## src/rtl/msgx_pkg.sv

```systemverilog
package msgx_pkg;
  localparam int REG_W    = 16;
  localparam int BUSY_BIT = 15;

  typedef enum logic {
    DIR_FETCH = 1'b0,
    DIR_STORE = 1'b1
  } xfer_dir_e;
endpackage

```

## src/rtl/msgx_remap.sv

```systemverilog
module msgx_remap #(
  parameter int NUM_OBJ = 32,
  localparam int OBJ_W = $clog2(NUM_OBJ) + 1
) (
  input  logic [OBJ_W-1:0] num_in,
  output logic [OBJ_W-1:0] obj_out
);
  localparam logic [OBJ_W-1:0] TOP = OBJ_W'(NUM_OBJ);

  always_comb begin
    if (num_in == '0)
      obj_out = TOP;
    else if (num_in > TOP)
      obj_out = num_in - TOP;
    else
      obj_out = num_in;
  end
endmodule

```

## src/rtl/msgx_seq.sv

```systemverilog
module msgx_seq #(
  parameter int LAT = 4,
  localparam int CW = $clog2(LAT + 1)
) (
  input  logic clk,
  input  logic rst_n,
  input  logic start,
  output logic busy,
  output logic ram_go,
  output logic buf_take,
  output logic done
);
  localparam logic [CW-1:0] LAST = CW'(LAT - 1);

  logic [CW-1:0] cnt_q;
  logic          busy_q;

  always_ff @(posedge clk) begin
    if (!rst_n) begin
      busy_q <= 1'b0;
      cnt_q  <= '0;
    end else if (!busy_q) begin
      if (start) begin
        busy_q <= 1'b1;
        cnt_q  <= '0;
      end
    end else if (cnt_q == LAST) begin
      busy_q <= 1'b0;
      cnt_q  <= '0;
    end else begin
      cnt_q <= cnt_q + 1'b1;
    end
  end

  assign busy     = busy_q;
  assign ram_go   = busy_q && (cnt_q == CW'(1));
  assign buf_take = busy_q && (cnt_q == CW'(2));
  assign done     = busy_q && (cnt_q == LAST);

  initial begin
    assert (LAT >= 3 && LAT <= 6) else $error("LAT out of window");
  end

  // busy ends only after the full window has been counted
  assert_busy_len_R6: assert property (@(posedge clk) disable iff (!rst_n)
    $fell(busy_q) |-> $past(cnt_q) == LAST);

  // the count restarts at zero when busy rises
  assert_busy_start_R6: assert property (@(posedge clk) disable iff (!rst_n)
    $rose(busy_q) |-> cnt_q == '0);
endmodule

```

## src/rtl/msgx_ram.sv

```systemverilog
module msgx_ram #(
  parameter int DEPTH  = 32,
  parameter int DATA_W = 64,
  localparam int AW = $clog2(DEPTH)
) (
  input  logic              clk,
  input  logic              en,
  input  logic              we,
  input  logic [AW-1:0]     addr,
  input  logic [DATA_W-1:0] wdata,
  output logic [DATA_W-1:0] rdata
);
  logic [DATA_W-1:0] mem [DEPTH];

  always_ff @(posedge clk) begin
    if (en) begin
      if (we) mem[addr] <= wdata;
      else    rdata     <= mem[addr];
    end
  end
endmodule

```

## src/rtl/msgx_top.sv

```systemverilog
module msgx_top
  import msgx_pkg::*;
#(
  parameter int NUM_OBJ = 32,
  parameter int DATA_W  = 64,
  parameter int LAT     = 4
) (
  input  logic              clk,
  input  logic              rst_n,
  input  logic              cmd_wr,
  input  logic [REG_W-1:0]  cmd_wdata,
  input  logic              xfer_store,
  output logic [REG_W-1:0]  cmd_rdata,
  output logic              busy,
  input  logic              bin_valid,
  output logic              bin_ready,
  input  logic [DATA_W-1:0] bin_data,
  output logic [DATA_W-1:0] buf_data,
  output logic              buf_fetched
);
  localparam int AW    = $clog2(NUM_OBJ);
  localparam int OBJ_W = AW + 1;
  localparam int PAD_W = REG_W - 1 - OBJ_W;

  logic [OBJ_W-1:0]  obj_q, obj_next;
  xfer_dir_e         dir_q;
  logic [DATA_W-1:0] buf_q, ram_rdata;
  logic              fetched_q;
  logic              start, ram_go, buf_take, done;
  logic [AW-1:0]     ram_addr;
  logic              unused_hi;

  assign unused_hi = ^cmd_wdata[REG_W-1:OBJ_W];

  msgx_remap #(.NUM_OBJ(NUM_OBJ)) u_remap (
    .num_in (cmd_wdata[OBJ_W-1:0]),
    .obj_out(obj_next)
  );

  assign start = cmd_wr && !busy;

  msgx_seq #(.LAT(LAT)) u_seq (
    .clk     (clk),
    .rst_n   (rst_n),
    .start   (start),
    .busy    (busy),
    .ram_go  (ram_go),
    .buf_take(buf_take),
    .done    (done)
  );

  // object n lives at entry n-1; the top object wraps to the last entry
  assign ram_addr = obj_q[AW-1:0] - 1'b1;

  msgx_ram #(.DEPTH(NUM_OBJ), .DATA_W(DATA_W)) u_ram (
    .clk  (clk),
    .en   (ram_go),
    .we   (dir_q == DIR_STORE),
    .addr (ram_addr),
    .wdata(buf_q),
    .rdata(ram_rdata)
  );

  always_ff @(posedge clk) begin
    if (!rst_n) begin
      obj_q <= OBJ_W'(1);
      dir_q <= DIR_FETCH;
    end else if (start) begin
      obj_q <= obj_next;
      dir_q <= xfer_dir_e'(xfer_store);
    end
  end

  assign bin_ready = !busy;

  always_ff @(posedge clk) begin
    if (!rst_n) begin
      buf_q     <= '0;
      fetched_q <= 1'b0;
    end else begin
      if (bin_valid && bin_ready) begin
        buf_q     <= bin_data;
        fetched_q <= 1'b0;
      end else if (start) begin
        fetched_q <= 1'b0;
      end
      if (buf_take && dir_q == DIR_FETCH) buf_q <= ram_rdata;
      if (done && dir_q == DIR_FETCH) fetched_q <= 1'b1;
    end
  end

  assign cmd_rdata   = {busy, {PAD_W{1'b0}}, obj_q};
  assign buf_data    = buf_q;
  assign buf_fetched = fetched_q;

  // the selected object is always a valid one
  assert_obj_valid_R3: assert property (@(posedge clk) disable iff (!rst_n)
    obj_q >= OBJ_W'(1) && obj_q <= OBJ_W'(NUM_OBJ));

  // a command during busy leaves the object and direction alone
  assert_ignore_cmd_R9: assert property (@(posedge clk) disable iff (!rst_n)
    busy && cmd_wr |=> $stable(obj_q) && $stable(dir_q));

  // a load offered during a store window changes nothing in the buffer
  assert_hold_buf_R10: assert property (@(posedge clk) disable iff (!rst_n)
    busy && bin_valid && dir_q == DIR_STORE |=> $stable(buf_q));

  // completion of a fetch marks the buffer fresh
  assert_fetch_flag_R8: assert property (@(posedge clk) disable iff (!rst_n)
    $fell(busy) && dir_q == DIR_FETCH |-> fetched_q);
endmodule

```

## config.mk

```make
export PLATFORM = sky130hd
export DESIGN_NAME = msgx_top
export DESIGN_NICKNAME = d
export VERILOG_FILES = /design/src/rtl/msgx_pkg.sv /design/src/rtl/msgx_remap.sv /design/src/rtl/msgx_seq.sv /design/src/rtl/msgx_ram.sv /design/src/rtl/msgx_top.sv
export SDC_FILE = /design/constraint.sdc
export NUM_CORES = 2
export LEC_CHECK = 0
export BUFFER_PORTS_ARGS = -buffer_cell sky130_fd_sc_hd__buf_2
export CAP_MARGIN = 10
export CORE_ASPECT_RATIO = 1.2
export CORE_MARGIN = 2
export CORE_UTILIZATION = 50
export CTS_BUF_LIST = sky130_fd_sc_hd__clkbuf_4
export DETAILED_ROUTE_END_ITERATION = 16
export PLACE_DENSITY = 0.69
export SLEW_MARGIN = 20
export SYNTH_ARGS = -nofsm -noshare
export SYNTH_HDL_FRONTEND = slang
export SYNTH_SLANG_ARGS = --single-unit
```

## constraint.sdc

```tcl
create_clock -name clk -period 10.52 [get_ports clk]
set_input_delay 2.104 -clock clk [delete_from_list [all_inputs] [get_ports clk]]
set_output_delay 2.104 -clock clk [all_outputs]
set_load 0.01 [all_outputs]
```

== Word level (Yosys, flattened, before mapping) ==
Memories as Yosys holds them, arrays and structs flattened. A register that Yosys moved wholly into a read port is not among the register bits.
Index checks and enable logic that the tools add are counted.
W data, S select, Z words.

* Register bits after elaboration: 76
* RAM bits: 2048
* Input bits: 85
* Output and inout port bits: 83
* Word-level logic and storage cells: 44
* Memories: 1

* Add/subtract/negate cells: 3
* Order comparisons: 1
* Equal/unequal tests: 3
* Multiplexer cells: 16
* Bitwise gates (word level): 1
* Reduce and logical (&&, ||, !) cells: 13

{| class="wikitable"
|+ Memory list
! name !! depth !! width !! rd ports !! clocked after Yosys merged registers in !! write ports !! RTL line !! text
|-
| u_ram.mem || 32 || 64 || 1 || 1 || 1 || msgx_ram.sv:13 || <nowiki>logic [DATA_W-1:0] mem [DEPTH];</nowiki>
|}

{| class="wikitable"
|+ Operators by type and width
! kind !! number
|-
| $mux W64 || 2
|-
| $mux W6 || 2
|-
| $mux W1 || 9
|-
| $mux W3 || 3
|-
| $logic_and A1 B1 Y1 || 7
|-
| $eq A3 B2 Y1 const B || 2
|-
| $gt A6 B6 Y1 const B || 1
|-
| $logic_not A6 Y1 || 1
|-
| $sub A6 B6 Y6 const B || 1
|-
| $sub A5 B1 Y5 const B || 1
|-
| $reduce_bool A2 Y1 || 2
|-
| $add A3 B1 Y3 const B || 1
|-
| $eq A3 B1 Y1 const B || 1
|-
| $reduce_bool A3 Y1 || 1
|-
| $reduce_and A2 Y1 || 1
|-
| $logic_not A1 Y1 || 1
|-
| $not A1 Y1 || 1
|}

== Depth between registers and ports, before layout ==
* Word-level depth: 5
* Depth in mapped cells: 14

== Cells and area by module ==
A second synthesis with hierarchy kept.

* Cells, all modules: 4592
* Area, all modules: 83193.5 um2

{| class="wikitable"
|+ Modules (own cells, without submodules)
! module !! instances !! cells an instance !! area each (um2)
|-
| msgx_ram || 1 || 4139 || 79521.3
|-
| msgx_top || 1 || 422 || 3409.5
|-
| msgx_seq || 1 || 24 || 226.5
|-
| msgx_remap || 1 || 7 || 36.3
|}

== Worst setup path after synthesis ==
No wires, ideal clock.

* Kind: flip-flop to flip-flop
* Start point: reg obj_q[0]
* End point: mem u_ram.mem[16][0] (enable)
* Arrival time: 5272 ps
* Required time: 10027 ps
* Setup slack: 4754 ps
* Cell stages (with the launch flop): 13
* Path buffers: 6
* Clock period less this slack: 5766 ps
* Cells stage by stage: dfxtp_1 > buf_2 > clkinv_1 > clkbuf_1 > clkbuf_1 > ha_1 > buf_2 > xor2_2 > buf_4 > buf_6 > nor2_1 > nand2_1 > nor2b_1

* Longest elaborated chain between the ends: 1

{| class="wikitable"
|+ RTL lines
! item !! RTL line !! text
|-
| from (decl) || msgx_top.sv:25 || <nowiki>logic [OBJ_W-1:0] obj_q, obj_next;</nowiki>
|-
| from (signal assigned) || msgx_top.sv:69 || <nowiki>obj_q <= obj_next;</nowiki>
|-
| $sub A5 B1 Y5 || msgx_top.sv:53 || <nowiki>assign ram_addr = obj_q[AW-1:0] - 1'b1;</nowiki>
|-
| to (decl) || msgx_ram.sv:13 ||
|}

No other way between the ends.

== Worst setup path in the final report ==
* Start point: reg obj_q[0]
* End point: reg u_ram.rdata[35], read port of u_ram.mem (data pin)

* Longest elaborated chain between the ends: 1

{| class="wikitable"
|+ RTL lines
! item !! RTL line !! text
|-
| $sub A5 B1 Y5 || msgx_top.sv:53 ||
|-
| to (decl) || msgx_ram.sv:11 || <nowiki>output logic [DATA_W-1:0] rdata</nowiki>
|}

No other way between the ends.
A chain may end at the register's enable or synchronous reset.

==> flow_metrics.tcl <==
set metrics [dict create \
    yosysTopAreaCell "edfxtp_1" \
    synth_seq_cells 2188 \
    grt_overflow_total 0 \
    setup_tns_ps 0 \
    initialDrtViolationCount 4737 \
    hold_class "reg -> reg" \
    wl_per_cell_um 29.0 \
    async_flop_share_pct 0 \
    fp.coreArea_sq_um 166000 \
    ys_types 42 \
    p_per_area_nw_per_um2 193 \
    postCtsSetupRepairBufs 0 \
    syn_inst 3892 \
    fp.dieW_um 377 \
    status "finished, final reports clean" \
    drc_errors 0 \
    start_util_pct 50.2 \
    die_y_um 452 \
    synth-edff-count 2112 \
    avgSynthCellArea_sq_um 21.4 \
    tightest_slew_ps 1190 \
    clock_latency_ps 1350 \
    num-nets-final 4562 \
    rows 164 \
    ctsHtreeMaxLevel 6 \
    fill_cells 12500 \
    synthTopCellsByArea "edfxtp_1 (76%), mux4_2 (10%), mux2i_1 (3.8%)" \
    ioPinCount 168 \
    cp-start-kind "flop" \
    max_stage_delay_ps 820 \
    track_usage_pct 23.9 \
    synth_flop_cell "edfxtp_1" \
    cap_violations 0 \
    cts-root-buf "clkbuf_4" \
    cp_max_fo 69 \
    grt_pass1_vias 43200 \
    cp_common_cell "buf_4" \
    hold_viol 0 \
    grt_pass1_wl_um 292000 \
    cp_cell_sequence "inv_8 > ha_4 > xor2_4 > buf_4 > buf_4 > buf_4 > mux4_2 > mux2_2 > a32oi_1 > o211ai_1" \
    wl_um 203000 \
    period_share_pct 54.1 \
    irDropWorstVdd_mv 0.124 \
    cts_resized 0 \
    syn-cell-area_sq_um 83500 \
    finalMaxSlewViolations 0 \
    dr.pass1.iters 5 \
    rsz0062_at_grt "no" \
    vias 42500 \
    yosysSeqAreaShare_pct 77.8 \
    grt_max_degree 139 \
    skew_ps 102 \
    cp_slowest_cell "buf_4" \
    multi_input_area_sq_um 17800 \
    drtAntennaViolNets 0 \
    cp.arrival_ps 6650 \
    register_area_sq_um 65000 \
    hold_buffers 0 \
    setup_viol 0 \
    critical_path_buf_inv_count 4 \
    cts_buffers 545 \
    cts_tree "built" \
    path_class "reg -> reg" \
    whs_ps 474 \
    dieArea_sq_um 170000 \
    synth_top_area_share_pct 76.0 \
    portBuffers 147 \
    antenna_found_initial 4 \
    synth_warnings 0 \
    gp_congestion 0.742 \
    power.leakage_nw 32.3 \
    areaGrowthSynthToFinish_pct 12.6 \
    relSlewSlack_pct 20.6 \
    crit_path_end_kind "flop" \
    clock.fmax_mhz 176 \
    clkSlewWorstSetupHoldPaths_ps 70 \
    clock-sinks 2188 \
    drive_above_1_share_pct 34.5 \
    via_per_inst 6.07 \
    path_delay_family "buffers and inverters" \
    cts.path.max_buffers 4 \
    finalCriticalPeriod_ps 5690 \
    dp_hpwl_um 100000 \
    cp.required_ps 11480 \
]
-- stage by stage --
stage	utilization, %	instance area [sq um]	total power [mW]	setup WS (ps)	std cells
floorplan	-	83500	10.8	4750	3900
finish	56.6	94000	18.1	4830	7009
global route	56.6	94000	18.8	4440	7009
CTS	56.5	94000	18.3	4690	7004
global placement	52.4	87000	11.2	4730	6077
detailed placement	52.4	87100	11.2	4740	6079
-- flip-flops by register name (all words and copies together), names as in the netlist --
name / flops
buf_data: 64
buf_fetched: 1
dir_q: 1
obj_q: 6
u_ram.mem: 2048
u_ram.rdata: 64
u_seq.busy: 1
u_seq.cnt_q: 3
-- per-layer routing --
layer,global-route usage (%),up-vias,wire length [um]
li1,-,17800,-
met1,32.4,22300,80500
met2,38.9,2021,101000
met3,4.72,369,16100
met4,8.79,0,5420
met5,0,-,0
-- placed cells by master, fill, tap and decap left out, types with 5 or more instances in the layout --
master     instances
nor2b_4            9
inv_2             14
nor2b_1            6
nor2_4            29
buf_4             98
clkinv_2          10
nand2_1          154
clkbuf_4         801
dfxtp_1           54
a22oi_1          192
conb_1             9
a32oi_1           64
ha_1               7
dfxtp_2           21
bufinv_16         14
nor2_1             5
o211ai_1          66
buf_2            146
a21boi_0          69
mux2i_1          320
clkinv_1          83
mux4_2           384
inv_1              5
edfxtp_1        2112
mux2_2           128
-- cell usage after synthesis, drive strengths merged (2+ instances only) --
library cell  instances
nor2                 34
mux4                384
nor2b                15
dfxtp                76
a21boi               69
clkbuf              153
ha                    8
inv                   5
nor3                  6
buf                  75
nand3                 4
xnor2                 2
a21oi                 4
mux2                128
o21ai                 5
edfxtp             2112
nand2               154
a22oi               192
a32oi                64
o211ai               66
mux2i               320
-- tightest hold or removal path: stages, from the launching register on --
cell	delay [ps]
dfxtp_1	310
nand2_1	50
a21boi_0	70
-- power breakdown --
group	internal, mW	switching (mW)	total [mW]
clock network	3.82	3.24	7.06
logic	0.597	0.728	1.33
registers	9.60	0.120	9.72
total	14.0	4.09	18.1
-- path summary, 6_finish.rpt --
check	from	slack [ps]	cells after the start	end
worst max-delay path	obj_q[0]	4830	10	u_ram.rdata[35]
worst min-delay path	buf_data[36]	470	2	buf_data[36]
worst max register to register	obj_q[0]	4830	10	u_ram.rdata[35]
worst min register to register	buf_data[36]	470	2	buf_data[36]
-- logic make-up after synthesis --
kind of cell	synth area share [%]
multiplexers	15.9
AO/OA/AOI/OAI	3.73
AND/OR/NAND/NOR	1.09
XOR/XNOR	0.0405
buffers and inverters	1.29
other	0.00449
adder cells (fa/ha/maj)	0.120
flip-flops	77.8
-- cell type report --
type                       count  area share [%]
antenna                        4          0.0106
timing repair buffer         250            1.71
inverter                       6          0.0319
clock inverter               124           0.912
tap                         2158            2.87
multi-input combinational   1478            19.0
clock buffer                 801            6.40
sequential                  2188            69.1
(Power assumes the default switching activity.)
